File: config.mk
export PLATFORM = sky130hd
export DESIGN_NAME = cjtag_link_tracker
export DESIGN_NICKNAME = d
export VERILOG_FILES = /design/src/rtl/cjtag_trk_pkg.sv /design/src/rtl/cjtag_sync.sv /design/src/rtl/cjtag_esc_counter.sv /design/src/rtl/cjtag_phase_decode.sv /design/src/rtl/cjtag_act_seq.sv /design/src/rtl/cjtag_link_tracker.sv
export SDC_FILE = /design/constraint.sdc
export NUM_CORES = 1
export LEC_CHECK = 0
export BUFFER_PORTS_ARGS = -buffer_cell sky130_fd_sc_hd__buf_2
export CORE_MARGIN = 2
export CORE_UTILIZATION = 30
export DETAILED_ROUTE_END_ITERATION = 8
export RECOVER_POWER = 50
export SETUP_SLACK_MARGIN = 0.05
export SYNTH_ARGS = -nofsm -noshare
export SYNTH_HDL_FRONTEND = slang
export SYNTH_SLANG_ARGS = --single-unit
File: constraint.sdc
create_clock -name clk -period 2.95 [get_ports clk]
set_clock_uncertainty 0.05 [all_clocks]
set_input_delay 0.1475 -clock clk [delete_from_list [all_inputs] [get_ports clk]]
set_output_delay 0.1475 -clock clk [all_outputs]
set_load 0.01 [all_outputs]
File: src/rtl/cjtag_trk_pkg.sv
package cjtag_trk_pkg;

  typedef enum logic [3:0] {
    MD_FOUR_WIRE = 4'd0,
    MD_ACT_START = 4'd1,
    MD_EXT_CODE  = 4'd2,
    MD_CHECK     = 4'd3,
    MD_SPARE     = 4'd4,
    MD_DELAY_SEL = 4'd5,
    MD_REVISION  = 4'd6,
    MD_STATE_SEL = 4'd7,
    MD_READY_CNT = 4'd8,
    MD_DELAY_CNT = 4'd9,
    MD_SCAN_FMT  = 4'd10,
    MD_OSCAN1    = 4'd11
  } link_mode_e;

  // escape classes by toggle count
  localparam int ESC_ACTIVATE = 6;
  localparam int ESC_LEAVE    = 8;

  // field boundaries: a phase applies once the bit number exceeds its value
  localparam int SHORT_EXT_AFTER   = 4;
  localparam int SHORT_CHECK_AFTER = 8;
  localparam int LONG_SPARE_AFTER  = 8;
  localparam int LONG_DSEL_AFTER   = 13;
  localparam int LONG_REV_AFTER    = 16;
  localparam int LONG_SSEL_AFTER   = 18;
  localparam int LONG_RDY_AFTER    = 23;
  localparam int LONG_DCNT_AFTER   = 25;
  localparam int LONG_FMT_AFTER    = 27;
  localparam int LONG_CHECK_AFTER  = 32;

endpackage

File: src/rtl/cjtag_sync.sv
module cjtag_sync #(
  parameter int WIDTH  = 2,
  parameter int STAGES = 2
) (
  input  logic             clk,
  input  logic             rst_n,
  input  logic [WIDTH-1:0] d,
  output logic [WIDTH-1:0] q
);
  logic [STAGES-1:0][WIDTH-1:0] stage;

  always_ff @(posedge clk or negedge rst_n) begin
    if (!rst_n) begin
      stage <= '0;
    end else begin
      stage[0] <= d;
      for (int s = 1; s < STAGES; s++) stage[s] <= stage[s-1];
    end
  end

  assign q = stage[STAGES-1];
endmodule

File: src/rtl/cjtag_esc_counter.sv
module cjtag_esc_counter #(
  parameter int CNT_W = 4
) (
  input  logic             clk,
  input  logic             rst_n,
  input  logic             tck_s,
  input  logic             tms_s,
  output logic             tck_rise,
  output logic [CNT_W-1:0] esc_cnt
);
  localparam logic [CNT_W-1:0] CNT_MAX = {CNT_W{1'b1}};

  logic tck_q, tms_q;
  logic [CNT_W-1:0] cnt_q;
  logic tms_flip;

  assign tck_rise = tck_s & ~tck_q;
  // a change counts only inside the high window, never on the rising cycle
  assign tms_flip = tck_s & tck_q & (tms_s != tms_q);

  always_ff @(posedge clk or negedge rst_n) begin
    if (!rst_n) begin
      tck_q <= 1'b0;
      tms_q <= 1'b0;
      cnt_q <= '0;
    end else begin
      tck_q <= tck_s;
      tms_q <= tms_s;
      if (tck_rise)                          cnt_q <= '0;
      else if (tms_flip && cnt_q != CNT_MAX) cnt_q <= cnt_q + 1'b1;
    end
  end

  assign esc_cnt = cnt_q;

  AST_CNT_CLEARED_ON_RISE: assert property (@(posedge clk) disable iff (!rst_n)
    tck_rise |=> (cnt_q == '0));
  AST_CNT_HOLDS_WHEN_LOW: assert property (@(posedge clk) disable iff (!rst_n)
    !tck_s |=> $stable(cnt_q));
endmodule

File: src/rtl/cjtag_phase_decode.sv
module cjtag_phase_decode
  import cjtag_trk_pkg::*;
#(
  parameter int IDX_W = 6
) (
  input  logic [IDX_W-1:0] bit_idx,
  input  logic             long_frame,
  output link_mode_e       phase
);
  localparam logic [IDX_W-1:0] B_S_EXT  = IDX_W'(SHORT_EXT_AFTER);
  localparam logic [IDX_W-1:0] B_S_CHK  = IDX_W'(SHORT_CHECK_AFTER);
  localparam logic [IDX_W-1:0] B_L_SPR  = IDX_W'(LONG_SPARE_AFTER);
  localparam logic [IDX_W-1:0] B_L_DSEL = IDX_W'(LONG_DSEL_AFTER);
  localparam logic [IDX_W-1:0] B_L_REV  = IDX_W'(LONG_REV_AFTER);
  localparam logic [IDX_W-1:0] B_L_SSEL = IDX_W'(LONG_SSEL_AFTER);
  localparam logic [IDX_W-1:0] B_L_RDY  = IDX_W'(LONG_RDY_AFTER);
  localparam logic [IDX_W-1:0] B_L_DCNT = IDX_W'(LONG_DCNT_AFTER);
  localparam logic [IDX_W-1:0] B_L_FMT  = IDX_W'(LONG_FMT_AFTER);
  localparam logic [IDX_W-1:0] B_L_CHK  = IDX_W'(LONG_CHECK_AFTER);

  always_comb begin
    if (long_frame) begin
      if      (bit_idx > B_L_CHK)  phase = MD_CHECK;
      else if (bit_idx > B_L_FMT)  phase = MD_SCAN_FMT;
      else if (bit_idx > B_L_DCNT) phase = MD_DELAY_CNT;
      else if (bit_idx > B_L_RDY)  phase = MD_READY_CNT;
      else if (bit_idx > B_L_SSEL) phase = MD_STATE_SEL;
      else if (bit_idx > B_L_REV)  phase = MD_REVISION;
      else if (bit_idx > B_L_DSEL) phase = MD_DELAY_SEL;
      else if (bit_idx > B_L_SPR)  phase = MD_SPARE;
      else if (bit_idx > B_S_EXT)  phase = MD_EXT_CODE;
      else                         phase = MD_ACT_START;
    end else begin
      if      (bit_idx > B_S_CHK)  phase = MD_CHECK;
      else if (bit_idx > B_S_EXT)  phase = MD_EXT_CODE;
      else                         phase = MD_ACT_START;
    end
  end
endmodule

File: src/rtl/cjtag_act_seq.sv
module cjtag_act_seq
  import cjtag_trk_pkg::*;
#(
  parameter int CNT_W     = 4,
  parameter int IDX_W     = 6,
  parameter int SHORT_LEN = 12,
  parameter int LONG_LEN  = 36,
  parameter int EXT_BIT   = 8
) (
  input  logic             clk,
  input  logic             rst_n,
  input  logic             tck_rise,
  input  logic [CNT_W-1:0] esc_cnt,
  input  logic             tms_s,
  output link_mode_e       mode,
  output logic             enter_pulse,
  output logic             tap_rst_pulse
);
  localparam logic [IDX_W-1:0] SHORT_L = IDX_W'(SHORT_LEN);
  localparam logic [IDX_W-1:0] LONG_L  = IDX_W'(LONG_LEN);
  localparam logic [IDX_W-1:0] EXT_L   = IDX_W'(EXT_BIT);
  localparam logic [CNT_W-1:0] ESC_S   = CNT_W'(ESC_ACTIVATE);
  localparam logic [CNT_W-1:0] ESC_X   = CNT_W'(ESC_LEAVE);

  link_mode_e       mode_q, mode_base, mode_n, phase;
  logic [IDX_W-1:0] idx_q, idx_base, idx_inc, idx_n, frame_len;
  logic             long_q, long_base, long_inc, long_n;
  logic             in_act, frame_done;
  logic             enter_q, rst_q;

  cjtag_phase_decode #(.IDX_W(IDX_W)) u_decode (
    .bit_idx   (idx_inc),
    .long_frame(long_inc),
    .phase     (phase)
  );

  always_comb begin
    mode_base = mode_q;
    idx_base  = idx_q;
    long_base = long_q;
    // escape classification comes first on the edge
    if (esc_cnt >= ESC_X) begin
      mode_base = MD_FOUR_WIRE;
    end else if (esc_cnt == ESC_S) begin
      mode_base = MD_ACT_START;
      idx_base  = '0;
      long_base = 1'b0;
    end
    in_act    = (mode_base != MD_FOUR_WIRE) && (mode_base != MD_OSCAN1);
    idx_inc   = idx_base + 1'b1;
    long_inc  = long_base | ((idx_inc == EXT_L) & ~tms_s);
    frame_len = long_inc ? LONG_L : SHORT_L;

    mode_n     = mode_base;
    idx_n      = idx_base;
    long_n     = long_base;
    frame_done = 1'b0;
    if (in_act) begin
      idx_n  = idx_inc;
      long_n = long_inc;
      if (idx_inc > frame_len) begin
        mode_n     = MD_OSCAN1;
        frame_done = 1'b1;
      end else begin
        mode_n = phase;
      end
    end
  end

  always_ff @(posedge clk or negedge rst_n) begin
    if (!rst_n) begin
      mode_q  <= MD_FOUR_WIRE;
      idx_q   <= '0;
      long_q  <= 1'b0;
      enter_q <= 1'b0;
      rst_q   <= 1'b0;
    end else begin
      enter_q <= tck_rise & frame_done;
      rst_q   <= tck_rise & frame_done;
      if (tck_rise) begin
        mode_q <= mode_n;
        idx_q  <= idx_n;
        long_q <= long_n;
      end
    end
  end

  assign mode          = mode_q;
  assign enter_pulse   = enter_q;
  assign tap_rst_pulse = rst_q;

  AST_ENTER_IN_OSCAN1: assert property (@(posedge clk) disable iff (!rst_n)
    enter_q |-> (mode_q == MD_OSCAN1));
  AST_ENTER_SINGLE: assert property (@(posedge clk) disable iff (!rst_n)
    enter_q |=> !enter_q);
  AST_IDX_BOUNDED: assert property (@(posedge clk) disable iff (!rst_n)
    idx_q <= LONG_L + 1'b1);
endmodule

File: src/rtl/cjtag_link_tracker.sv
module cjtag_link_tracker
  import cjtag_trk_pkg::*;
#(
  parameter int SYNC_STAGES = 2,
  parameter int CNT_W       = 4,
  parameter int SHORT_LEN   = 12,
  parameter int LONG_LEN    = 36,
  parameter int EXT_BIT     = 8
) (
  input  logic       clk,
  input  logic       rst_n,
  input  logic       tckc_in,
  input  logic       tmsc_in,
  output logic [3:0] link_mode,
  output logic       oscan1_enter,
  output logic       tap_reset_req
);
  localparam int IDX_W = $clog2(LONG_LEN + 2);

  logic [1:0]       synced;
  logic             tck_rise;
  logic [CNT_W-1:0] esc_cnt;
  link_mode_e       mode;

  cjtag_sync #(.WIDTH(2), .STAGES(SYNC_STAGES)) u_sync (
    .clk  (clk),
    .rst_n(rst_n),
    .d    ({tckc_in, tmsc_in}),
    .q    (synced)
  );

  cjtag_esc_counter #(.CNT_W(CNT_W)) u_count (
    .clk     (clk),
    .rst_n   (rst_n),
    .tck_s   (synced[1]),
    .tms_s   (synced[0]),
    .tck_rise(tck_rise),
    .esc_cnt (esc_cnt)
  );

  cjtag_act_seq #(
    .CNT_W    (CNT_W),
    .IDX_W    (IDX_W),
    .SHORT_LEN(SHORT_LEN),
    .LONG_LEN (LONG_LEN),
    .EXT_BIT  (EXT_BIT)
  ) u_seq (
    .clk          (clk),
    .rst_n        (rst_n),
    .tck_rise     (tck_rise),
    .esc_cnt      (esc_cnt),
    .tms_s        (synced[0]),
    .mode         (mode),
    .enter_pulse  (oscan1_enter),
    .tap_rst_pulse(tap_reset_req)
  );

  assign link_mode = mode;

  AST_ESC_STARTS_ACT: assert property (@(posedge clk) disable iff (!rst_n)
    (tck_rise && esc_cnt == CNT_W'(ESC_ACTIVATE)) |=> (link_mode == 4'd1));
  AST_ESC_LEAVES: assert property (@(posedge clk) disable iff (!rst_n)
    (tck_rise && esc_cnt >= CNT_W'(ESC_LEAVE)) |=> (link_mode == 4'd0));
  AST_SEVEN_KEEPS: assert property (@(posedge clk) disable iff (!rst_n)
    (tck_rise && esc_cnt == CNT_W'(7) && (mode == MD_FOUR_WIRE || mode == MD_OSCAN1))
      |=> $stable(link_mode));
  AST_QUIET_HOLD: assert property (@(posedge clk) disable iff (!rst_n)
    !tck_rise |=> $stable(link_mode));
endmodule

==> results of run 1 <==
-- cell type report --
type,instances,area (sq um),share of cell area
multi-input combinational,144,992,0.526
tap,70,87.6,0.0464
timing repair buffer,24,164,0.0869
sequential,22,551,0.292
clock buffer,4,55.1,0.0292
inverter,10,37.5,0.0199
-- kinds of logic after synthesis --
group / after synthesis / share of synthesized area
flip-flops: 22 / 0.339
adder cells (fa/ha/maj): 5 / 0.0385
AND/OR/NAND/NOR: 63 / 0.199
XOR/XNOR: 7 / 0.0377
multiplexers: 5 / 0.0323
buffers and inverters: 25 / 0.0723
AO/OA/AOI/OAI: 64 / 0.282
-- metal layers --
metal	wire length (um)	GRT usage	up-vias
met3	249	0.0302	9
met2	1880	0.228	57
li1	-	-	727
met4	69	0.0393	0
met5	0	0	-
met1	1760	0.180	712
-- timing repair --
action	CTS	global route
hold buffers	3	0
pin swaps	0	1
endpoints found under the hold margin	24	0
setup endpoints to repair	2	4
gates resized for setup	2	3
-- synthesized netlist by cell type (2+ instances only) --
master and instances:
dfrtp_1 22, nand2_1 20, a21oi_1 18, nor2_1 10, inv_1 9, nand3_1 8, buf_2 7, o21ai_0 7
ha_1 5, nand2b_1 5, a31oi_1 4, clkbuf_1 4, nor3_1 4, o21ai_1 4, xor2_1 4, a22oi_1 3
mux2i_1 3, o211ai_1 3, o22ai_1 3, xnor2_1 3, a211o_1 2, a211oi_1 2, a311oi_1 2, a32o_1 2
and3_1 2, and4_1 2, buf_4 2, mux2_1 2, nand4b_1 2
-- sequential cells by signal, summed over array words and instances (netlist names) --
register / flops
u_seq.idx_q: 6
u_count.esc_cnt: 4
u_seq.mode: 4
u_sync.q: 2
u_sync.stage: 2
u_count.tck_q: 1
u_count.tms_q: 1
u_seq.enter_pulse: 1
u_seq.long_q: 1
-- power groups by stage --
| stage | Sequential, mW | Clock (mW) | Combinational [mW] |
|---|---|---|---|
| floorplan | 0.422 | 0 | 0.556 |
| global placement | 0.453 | 0 | 0.738 |
| detailed placement | 0.454 | 0 | 0.726 |
| CTS | 0.448 | 0.233 | 0.746 |
| global route | 0.461 | 0.243 | 0.837 |
| finish | 0.449 | 0.223 | 0.764 |
-- worst max path at each step --
stage,to,start,cells past startpoint
3_3_place_gp,u_seq.mode[0]$_DFFE_PN0P_,u_count.esc_cnt[0]$_DFFE_PN0P_,13
6_report,u_seq.mode[0]$_DFFE_PN0P_,u_count.esc_cnt[0]$_DFFE_PN0P_,12
2_1_floorplan,u_seq.mode[0]$_DFFE_PN0P_,u_count.esc_cnt[0]$_DFFE_PN0P_,14
4_1_cts,u_seq.mode[0]$_DFFE_PN0P_,u_count.esc_cnt[0]$_DFFE_PN0P_,13
5_1_grt,u_seq.mode[1]$_DFFE_PN0P_,u_count.esc_cnt[0]$_DFFE_PN0P_,12
3_5_place_dp,u_seq.mode[0]$_DFFE_PN0P_,u_count.esc_cnt[0]$_DFFE_PN0P_,13
-- metrics by stage --
| step | TNS [ns] | area, sq um | power [mW] | hold WS (ns) | instances |
|---|---|---|---|---|---|
| after floorplan | 0 | 1630 | 0.978 | -0.198 | 191 |
| after global placement | -0.00153 | 1770 | 1.19 | 0.113 | 267 |
| after detailed placement | -0.0446 | 1770 | 1.18 | 0.118 | 267 |
| after CTS | 0 | 1870 | 1.43 | 0.305 | 274 |
| after global routing | -0.00353 | 1890 | 1.54 | 0.311 | 274 |
| final | 0 | 1890 | 1.44 | 0.300 | 274 |
==> flow_metrics.tcl, run 1 <==
set metrics [dict create \
    status "complete, no violations" \
    final_common_cell "dfrtp_1" \
    final_cell_mix "dfrtp_1, nand2_1, a21oi_1" \
    cp_slowest_stage_delay_ns 0.40 \
    ys_seq_area_frac 0.339 \
    place.port_buffers 9 \
    synth_edf_count 0 \
    drive_gt1_frac 0.167 \
    relSlewSlack 0.150 \
    dp_hpwl_um 2900 \
    finalHoldViolCount 0 \
    path_clk_slew_ns 0.08 \
    setup_violations 0 \
    synth_area_sq_um 1630 \
    overflow 0 \
    viasPerCell 5.49 \
    setup_ws_ns 0.169 \
    drt-pass1-iter-count 4 \
    power.share.switching 0.442 \
    nets 214 \
    hp-class "reg2reg" \
    grt_pass1_wl_um 6670 \
    synthArstFlopShare 1.00 \
    r2r-end "u_seq.mode[0]$_DFFE_PN0P_" \
    finish.utilization 0.365 \
    ios 10 \
    r2r_cells 12 \
    gp_congestion 0.944 \
    drc 0 \
    cp_slowest_cell "dfrtp_1" \
    cts_tree "built" \
    cts-htree-levels 1 \
    p_leak_nw 0.778 \
    coreArea_sq_um 5170 \
    rows 26 \
    yosys.area.top_type "dfrtp_1" \
    cts_sinks 22 \
    clk_path_buf_depth 2 \
    clock.fmax_mhz 360 \
    cp_top_family "simple AND/OR/NAND/NOR gates" \
    die_y_um 77.6 \
    synthesis.nets 200 \
    root_buffer "clkbuf_8" \
    powerDensity_nw_per_um2 761 \
    post_cts_buffers 0 \
    yosys_warnings 0 \
    rsz0062_at_grt "true" \
    wl_per_cell_um 14.5 \
    worstPathArrival_ns 2.88 \
    r2r_slack_ns 0.17 \
    antenna_found_initial 0 \
    first_global_vias 1347 \
    synth.avg_cell_area_sq_um 8.51 \
    net-switching-power_mw 0.634 \
    cap_violations 0 \
    pwr-share-seq 0.312 \
    synth_area_leaders "dfrtp_1, a21oi_1, nand2_1" \
    ys_seq_elements 22 \
    synth_flop_cell "dfrtp_1" \
    crit_chain "inv_1 -> ha_1 -> nand3b_1 -> nand2_1 -> ha_1 -> and2b_1 -> nand2_1 -> nor4_2 -> buf_4 -> a22oi_2 -> nor4b_2 -> o211ai_1" \
    min_from "u_sync.stage[0]$_DFF_PN0_" \
    vias 1505 \
    finalCritPeriodShare 0.943 \
    cts_buffers 3 \
    worstSetupPathType "reg2reg" \
    slew_violations 0 \
    pwr-share-clk 0.155 \
    tightest_slew_ns 1.27 \
    crit_path_max_fanout 4 \
    syn2layout_area_growth_pct 16.1 \
    chipWidth_um 77.6 \
    yosysUniqueCellTypes 56 \
    worstSkewPairLatency_ns 0.27 \
    drtAntennaViolNets 0 \
    worstReg2RegStart "u_count.esc_cnt[0]$_DFFE_PN0P_" \
    intPower_mw 0.802 \
    drt_iter0_drc 124 \
    start_util 0.314 \
    netlist_instances 191 \
    routed_wl_um 3960 \
    grt_usage 0.138 \
    crit_path_end_kind "flip-flop" \
    post-place-ws_ns -0.0446 \
    comb_power_share 0.532 \
    peakVddDrop_mv 0.325 \
    grt_max_degree 23 \
    fill_cells 529 \
    critPathBufInv 2 \
    antenna_cells 0 \
    hold_depth 0 \
    yosysTopAreaCellShare 0.339 \
    hold_end "u_sync.q[0]$_DFF_PN0_" \
    min_period_ns 2.78 \
    required_ns 3.05 \
    startpoint_type "flip-flop" \
    dieArea_sq_um 6020 \
]
(Power assumes the default switching activity.)
==> run 2, diff against run 1 <==
PLACE_DENSITY = 0.52   (was not set)
==> flow_metrics.tcl, run 2 (synthesis gave the netlist of run 1 again) <==
set metrics [dict create \
    status "complete, no violations" \
    gp_congestion 0.906 \
    drive_gt1_frac 0.165 \
    grt_usage 0.147 \
    chipWidth_um 77.6 \
    place.port_buffers 9 \
    cts_sinks 22 \
    viasPerCell 5.41 \
    crit_top_cell "inv_1" \
    dieArea_sq_um 6020 \
    crit_chain "inv_1 -> ha_1 -> nand3b_1 -> nand2_1 -> inv_1 -> ha_4 -> and3_1 -> nand4b_1 -> o2bb2ai_1 -> a221o_1 -> a21oi_1 -> o221ai_1" \
    final_common_cell "dfrtp_1" \
    root_buffer "clkbuf_8" \
    hp-class "reg2reg" \
    syn2layout_area_growth_pct 17.9 \
    overflow 0 \
    grt_max_degree 23 \
    drtAntennaViolNets 0 \
    start_util 0.314 \
    post_cts_buffers 0 \
    slew_violations 0 \
    path_clk_slew_ns 0.08 \
    whs_ns 0.306 \
    fin_cells 276 \
    rsz0062_at_grt "false" \
    cap_violations 0 \
    post-place-ws_ns 0.149 \
    vias 1494 \
    cp_slowest_cell "a221o_1" \
    finish.utilization 0.371 \
    setup_ws_ns 0.294 \
    antenna_found_initial 0 \
    drc 0 \
    rows 26 \
    drt_iter0_drc 83 \
    top_register "u_seq.idx_q" \
    cts-htree-levels 1 \
    grt_pass1_wl_um 7120 \
    crit_path_end_kind "flip-flop" \
    worstSetupPathType "reg2reg" \
    cp_slowest_stage_delay_ns 0.38 \
    largest_reg_flops 6 \
    clock.fmax_mhz 376 \
    worstPathArrival_ns 2.74 \
    placed_cell_area_sq_um 1790 \
    peakVddDrop_mv 0.269 \
    cts_buffers 3 \
    powerDensity_nw_per_um2 793 \
    clk_path_buf_depth 2 \
    drt-pass1-iter-count 4 \
    setup_tns_ns 0 \
    tightest_slew_ns 1.29 \
    startpoint_type "flip-flop" \
    nets 216 \
    min_period_ns 2.66 \
    numPlacedInstances 269 \
    finalCritPeriodShare 0.900 \
    antenna_cells 0 \
    ios 10 \
    worstSkewPairLatency_ns 0.26 \
    die_y_um 77.6 \
    required_ns 3.04 \
    dp_hpwl_um 3070 \
    final_area_sq_um 1920 \
    final_cell_mix "dfrtp_1, nand2_1, a21oi_1" \
    p_leak_nw 0.800 \
    wl_per_cell_um 15.5 \
    cts_tree "built" \
    crit_path_max_fanout 10 \
    relSlewSlack 0.137 \
    routed_wl_um 4270 \
    power_mw 1.52 \
    first_global_vias 1410 \
    coreArea_sq_um 5170 \
    setup_violations 0 \
    finalHoldViolCount 0 \
]
==> run 2: timing repair <==
action / 4_1_cts / 5_1_grt
endpoints found under the hold margin: 24 / 0
hold buffers: 3 / 0
endpoints found under the setup margin: 0 / 4
resized for setup: 0 / 5
==> run 2: final timing paths <==
check	from	endpoint	slack [ns]	depth (start not counted)
setup / recovery	u_count.esc_cnt[0]$_DFFE_PN0P_	u_seq.mode[1]$_DFFE_PN0P_	0.29	12
hold / removal	u_sync.stage[0]$_DFF_PN0_	u_sync.q[0]$_DFF_PN0_	0.31	0
hold reg to reg	u_sync.stage[0]$_DFF_PN0_	u_sync.q[0]$_DFF_PN0_	0.31	0
min in group asynchronous	rst_n	u_seq.idx_q[4]$_DFFE_PN0P_	0.63	2
max in group asynchronous	rst_n	u_seq.idx_q[2]$_DFFE_PN0P_	1.45	2
setup reg to reg	u_count.esc_cnt[0]$_DFFE_PN0P_	u_seq.mode[1]$_DFFE_PN0P_	0.29	12
==> run 2: report_power, final <==
part | switching (mW) | internal, mW | leakage (nW)
Combinational | 0.471 | 0.329 | 0.483
Clock | 0.101 | 0.181 | 0.0357
Sequential | 0.0775 | 0.361 | 0.282
Total | 0.650 | 0.871 | 0.800
==> run 2: per-layer routing <==
layer,up-vias,share of wire,GRT usage
met3,6,0.052,0.0314
met4,0,0.013,0.0393
met1,712,0.47,0.210
met5,-,0,0
met2,44,0.46,0.224
li1,732,-,-
==> run 2: cell type report <==
| type | count | area, sq um |
|---|---|---|
| clock inverter | 1 | 30.0 |
| multi-input combinational | 144 | 991 |
| tap | 70 | 87.6 |
| inverter | 10 | 37.5 |
| sequential | 22 | 551 |
| fill | 539 | 3260 |
| timing repair buffer | 26 | 179 |
| clock buffer | 3 | 41.3 |
==> run 2: worst max-delay path, delay by kind of cell, from the launching register on <==
kind	cells	cell delay, ns
AO/OA/AOI/OAI	4	0.86
AND/OR/NAND/NOR	4	0.68
adder cells (fa/ha/maj)	2	0.42
flip-flops	1	0.35
buffers and inverters	2	0.17
